==> src/rtl/genbits_pkg.sv <==
package genbits_pkg;
  // Default geometry of the readout path
  localparam int BLK_W_DEF  = 128;
  localparam int WORD_W_DEF = 32;
  localparam int DEPTH_DEF  = 2;

  // Number of bits needed to index 'n' items (at least 1)
  function automatic int idx_bits(input int n);
    return (n > 1) ? $clog2(n) : 1;
  endfunction
endpackage

==> src/rtl/genbits_buf.sv <==
// Small FIFO of generated units; storage is written without reset so it can
// map onto RAM, and the next head entry is produced for the output stage.
module genbits_buf #(
  parameter int ENT_W = 129,
  parameter int DEPTH = 2,
  parameter int CNT_W = 2
) (
  input  logic             clk,
  input  logic             rst,
  input  logic             push,
  input  logic             pop,
  input  logic [ENT_W-1:0] din,
  output logic [CNT_W-1:0] cnt_q,
  output logic [CNT_W-1:0] cnt_d,
  output logic [ENT_W-1:0] head_d
);
  localparam int PTR_W = genbits_pkg::idx_bits(DEPTH);

  logic [ENT_W-1:0] mem [DEPTH];
  logic [PTR_W-1:0] rd_q, rd_d, wr_q, wr_d;
  logic [CNT_W-1:0] after_pop;

  function automatic logic [PTR_W-1:0] ptr_inc(input logic [PTR_W-1:0] p);
    return (p == PTR_W'(DEPTH - 1)) ? '0 : p + PTR_W'(1);
  endfunction

  always_comb begin
    rd_d      = pop  ? ptr_inc(rd_q) : rd_q;
    wr_d      = push ? ptr_inc(wr_q) : wr_q;
    after_pop = cnt_q - CNT_W'(pop);
    cnt_d     = after_pop + CNT_W'(push);
    // bypass: a write into an empty (or emptying) buffer becomes the head
    if (push && (after_pop == '0)) head_d = din;
    else                           head_d = mem[rd_d];
  end

  always_ff @(posedge clk) begin
    if (push) mem[wr_q] <= din;
  end

  always_ff @(posedge clk) begin
    if (rst) begin
      rd_q  <= '0;
      wr_q  <= '0;
      cnt_q <= '0;
    end else begin
      rd_q  <= rd_d;
      wr_q  <= wr_d;
      cnt_q <= cnt_d;
    end
  end
endmodule

==> src/rtl/genbits_wordsel.sv <==
// Word pointer within the current unit; produces the release pulse.
module genbits_wordsel #(
  parameter int WORDS = 4,
  parameter int WP_W  = 2
) (
  input  logic            clk,
  input  logic            rst,
  input  logic            rd,
  input  logic            avail,
  output logic [WP_W-1:0] wp_d,
  output logic            release_unit
);
  logic [WP_W-1:0] wp_q;
  logic            take, at_last;

  always_comb begin
    take         = rd && avail;
    at_last      = (wp_q == WP_W'(WORDS - 1));
    release_unit = take && at_last;
    if (!take)       wp_d = wp_q;
    else if (at_last) wp_d = '0;
    else              wp_d = wp_q + WP_W'(1);
  end

  always_ff @(posedge clk) begin
    if (rst) wp_q <= '0;
    else     wp_q <= wp_d;
  end
endmodule

==> src/rtl/genbits_outstage.sv <==
// Registered outputs computed from the next state of buffer and pointer.
module genbits_outstage #(
  parameter int BLK_W  = 128,
  parameter int WORD_W = 32,
  parameter int WORDS  = 4,
  parameter int WP_W   = 2,
  parameter int CNT_W  = 2,
  parameter int DEPTH  = 2
) (
  input  logic              clk,
  input  logic              rst,
  input  logic [BLK_W:0]    head_d,
  input  logic [WP_W-1:0]   wp_d,
  input  logic [CNT_W-1:0]  cnt_d,
  output logic [WORD_W-1:0] word_data,
  output logic              stat_avail,
  output logic              stat_compliant,
  output logic              blk_ready
);
  logic [WORD_W-1:0] lane [WORDS];
  logic [WORD_W-1:0] sel_word;
  logic              any_d;

  for (genvar g = 0; g < WORDS; g++) begin : g_lane
    assign lane[g] = head_d[g*WORD_W +: WORD_W];
  end

  always_comb begin
    any_d    = (cnt_d != '0);
    sel_word = lane[wp_d];
  end

  always_ff @(posedge clk) begin
    if (rst) begin
      word_data      <= '0;
      stat_avail     <= 1'b0;
      stat_compliant <= 1'b0;
      blk_ready      <= 1'b1;
    end else begin
      word_data      <= any_d ? sel_word : '0;
      stat_avail     <= any_d;
      stat_compliant <= any_d && head_d[BLK_W];
      blk_ready      <= (cnt_d < CNT_W'(DEPTH));
    end
  end
endmodule

==> src/rtl/genbits_readout.sv <==
module genbits_readout #(
  parameter int BLK_W  = genbits_pkg::BLK_W_DEF,
  parameter int WORD_W = genbits_pkg::WORD_W_DEF,
  parameter int DEPTH  = genbits_pkg::DEPTH_DEF
) (
  input  logic              clk,
  input  logic              rst,
  input  logic              blk_valid,
  output logic              blk_ready,
  input  logic [BLK_W-1:0]  blk_data,
  input  logic              blk_compliant,
  input  logic              word_rd,
  output logic [WORD_W-1:0] word_data,
  output logic              stat_avail,
  output logic              stat_compliant
);
  localparam int WORDS = BLK_W / WORD_W;
  localparam int WP_W  = genbits_pkg::idx_bits(WORDS);
  localparam int CNT_W = $clog2(DEPTH + 1);
  localparam int ENT_W = BLK_W + 1;

  logic [CNT_W-1:0] cnt_q, cnt_d;
  logic [ENT_W-1:0] head_d;
  logic [WP_W-1:0]  wp_d;
  logic             push, release_unit, held;

  assign held = (cnt_q != '0);
  assign push = blk_valid && (cnt_q < CNT_W'(DEPTH));

  genbits_buf #(.ENT_W(ENT_W), .DEPTH(DEPTH), .CNT_W(CNT_W)) u_buf (
    .clk   (clk),
    .rst   (rst),
    .push  (push),
    .pop   (release_unit),
    .din   ({blk_compliant, blk_data}),
    .cnt_q (cnt_q),
    .cnt_d (cnt_d),
    .head_d(head_d)
  );

  genbits_wordsel #(.WORDS(WORDS), .WP_W(WP_W)) u_sel (
    .clk         (clk),
    .rst         (rst),
    .rd          (word_rd),
    .avail       (held),
    .wp_d        (wp_d),
    .release_unit(release_unit)
  );

  genbits_outstage #(
    .BLK_W(BLK_W), .WORD_W(WORD_W), .WORDS(WORDS),
    .WP_W(WP_W), .CNT_W(CNT_W), .DEPTH(DEPTH)
  ) u_out (
    .clk           (clk),
    .rst           (rst),
    .head_d        (head_d),
    .wp_d          (wp_d),
    .cnt_d         (cnt_d),
    .word_data     (word_data),
    .stat_avail    (stat_avail),
    .stat_compliant(stat_compliant),
    .blk_ready     (blk_ready)
  );
endmodule

==> config.mk <==
export PLATFORM = sky130hd
export DESIGN_NAME = genbits_readout
export DESIGN_NICKNAME = d
export VERILOG_FILES = /design/src/rtl/genbits_pkg.sv /design/src/rtl/genbits_buf.sv /design/src/rtl/genbits_wordsel.sv /design/src/rtl/genbits_outstage.sv /design/src/rtl/genbits_readout.sv
export SDC_FILE = /design/constraint.sdc
export NUM_CORES = 1
export LEC_CHECK = 0
export ABC_CLOCK_PERIOD_IN_PS = 12900
export BUFFER_PORTS_ARGS = -buffer_cell sky130_fd_sc_hd__buf_4
export CORE_UTILIZATION = 40
export CTS_BUF_LIST = sky130_fd_sc_hd__clkbuf_8
export DETAILED_ROUTE_END_ITERATION = 12
export GPL_ROUTABILITY_DRIVEN = 0
export PLACE_DENSITY_LB_ADDON = 0.2
export REMOVE_ABC_BUFFERS = 1
export SYNTH_ARGS = -nofsm -noshare
export SYNTH_HDL_FRONTEND = slang
export SYNTH_SLANG_ARGS = --single-unit
==> constraint.sdc <==
create_clock -name clk -period 12.9 [get_ports clk]
set_input_delay 1.935 -clock clk [delete_from_list [all_inputs] [get_ports clk]]
set_output_delay 1.935 -clock clk [all_outputs]
set_load 0.005 [all_outputs]
==> metrics.cfg <==
[status]
status=complete, no violations

[pwr]
p_total_mw=2.25
powerDensity_mw_per_mm2=156
max-vdd-ir-drop_mv=0.102
p_leak_nw=5.54

[clocking]
post_cts_resized=0
numCtsBuffers=48
cts_hold_buf=0
cts_setup_buffers=0
clock_path_buffers=3
clock_latency_ns=0.56
htreeDepth=2
cts_tree=done
clkTransAtPathRegs_ns=0.06
cts.sinks=299
cts_root_buf=clkbuf_8

[timing]
rsz0062_at_grt=false
fin_crit_ns=4.65
finalClockSkew_ns=0.0238
fin_ws_ns=8.25
worst_pin_slew_ns=1.12
fin_crit_sh_pct=36.1
slew_headroom_pct=25.3
finalSetupViolCount=0
slew_violations=0
max_freq_mhz=215
hold_viol=0
fin_setup_tns_ns=0

[critical_path]
crit_family=simple AND/OR/NAND/NOR gates
crit_type=in2reg
arrival_ns=5.14
crit_path_top_delay_cell=nor2_4
startpoint_type=primary input
cpPeakStageDelay_ns=0.89
cp_cell_sequence=buf_4, o211ai_1, inv_1, ha_1, inv_1, ha_1, xnor3_1, a21oi_2, nand2_1, nor2_4, o211ai_1, nand3_1
cp.required_ns=13.39
worstPathMaxFanout=31
cp-end-kind=flip-flop
crit_buf_inv=3

[placement]
placed_area_mm2=0.0136
io_buffers=167
place_ws_ns=7.71
place_hpwl_um=16300

[synthesis]
synth_top_area_share_pct=64.7
ys_types=27
synth-edff-count=258
synth.avg_cell_area_um2=11.8
async_reset_ff_share_pct=0
synthTopCellsByArea=edfxtp_1, nand2_1, nand3_1
netlist_instances=1012
netlist_area_mm2=0.0120
synth_top_area_cell=edfxtp_1
synth_ff_type=edfxtp_1
ys_ff_latch=299
yosys_warnings=0
ys_seq_area_share_pct=71.6

[route]
drtPass1Iterations=5
drc=0
finalWirelength_um=29600
drt-wirelength-per-cell_um=18.6
via_count=8364
via_per_inst=5.26
drt_iter0_drc=546
antenna_left=0

[final_layout]
syn2layout_area_growth_pct=20.9
postLayoutCoreUtil_pct=49.7
diodes=0
nNetsFinal=1307
fin_area_mm2=0.0145
drive_above_1_share_pct=21.1

[hold_path]
hold_class=reg2reg

[global_routing]
overflow=0
antenna_found_initial=0
grt_first_pass_wirelength_um=46100
grt_max_degree=94
grt_pass1_vias=8276
gr-usage-all-layers_pct=19.6

[die]
start_util_pct=41.1
core_mm2=0.0291
std_cell_rows=62
dieArea_mm2=0.0306
die_w_um=175
fp.dieH_um=175
io_pins=168

[job]
maxCapViolations=0

worst min-delay path: cells and delay by family, from the launching register on:
| kind | cells | cell delay (ns) |
|---|---|---|
| DFF | 1 | 0.32 |
| and+or+nand+nor | 4 | 0.25 |
cell usage in the layout, fill, tap and decap left out, types with 3 or more instances in the layout:
cell,instances
buf_4,175
dfxtp_1,41
o211ai_1,63
a31oi_1,32
clkbuf_8,52
nand2_1,319
clkinv_2,10
clkinv_1,7
nor2_4,4
nand3_1,193
edfxtp_1,258
nor2_1,7
mux2_2,3
inv_1,21
ha_1,3
metrics by stage:
stage | instances | hold slack, ns
after global routing | 1591 | 0.624
final | 1591 | 0.596
after CTS | 1591 | 0.598
after global placement | 1505 | 0.574
after floorplan | 946 | 0.498
after detailed placement | 1505 | 0.579
layer usage:
| layer | GRT usage (%) | vias up | routed length, um |
|---|---|---|---|
| met1 | 27.2 | 4079 | 13500 |
| met3 | 3.26 | 47 | 1590 |
| met5 | 0 | - | 0 |
| li1 | - | 3993 | - |
| met2 | 31.7 | 245 | 14100 |
| met4 | 5.58 | 0 | 486 |
report_power, final:
group | internal, mW | total [mW] | switching [mW] | leakage (nW)
clock network | 0.390 | 0.752 | 0.362 | 0.523
registers | 1.16 | 1.19 | 0.0270 | 2.75
logic | 0.113 | 0.315 | 0.202 | 2.26
final timing paths:
path / start / to / slack, ns / cells after the start
max: word_rd / u_out.word_data[24] / 8.25 / 12
min: u_buf.mem[0][113] / u_out.word_data[17] / 0.60 / 4
max reg2reg: u_buf.cnt_q[1] / u_out.word_data[24] / 9.14 / 11
min reg2reg: u_buf.mem[0][113] / u_out.word_data[17] / 0.60 / 4
logic make-up after synthesis:
logic type / share of synthesized area [%]
flip-flops: 71.6
buffers and inverters: 2.45
XOR/XNOR: 0.471
multiplexers: 0.450
AO/OA/AOI/OAI: 5.94
adder cells (fa/ha/maj): 0.314
AND/OR/NAND/NOR: 18.8
Yosys cell counts, types with 2 or more instances:
library cell    n
ha_1            3
mux2i_1         2
and2_1          2
clkbuf_1       41
o211ai_1       63
a31oi_1        32
buf_2          21
inv_1           5
mux2_2          3
nor2b_1         2
nand2_1       320
edfxtp_1      258
dfxtp_1        41
nor2_1         11
buf_1           4
nand3_1       193
sequential cells by signal, indices dropped and copies added, names as in the netlist:
name and cells:
u_buf.rd_q 1, u_buf.cnt_q 2, u_out.stat_compliant 1, u_buf.wr_q 1, u_sel.wp_q 2, u_out.blk_ready 1, u_buf.mem 258, u_out.stat_avail 1
u_out.word_data 32
cell type report:
type                            instances  area (um2)
Clock buffer                           52         716
Clock inverter                         34         166
Fill cell                            2683       14600
Inverter                                5        18.8
Multi-Input combinational cell        642        3200
Sequential cell                       299        8570
Tap cell                              384         480
Timing Repair Buffer                  175        1310
(Power assumes the default switching activity.)
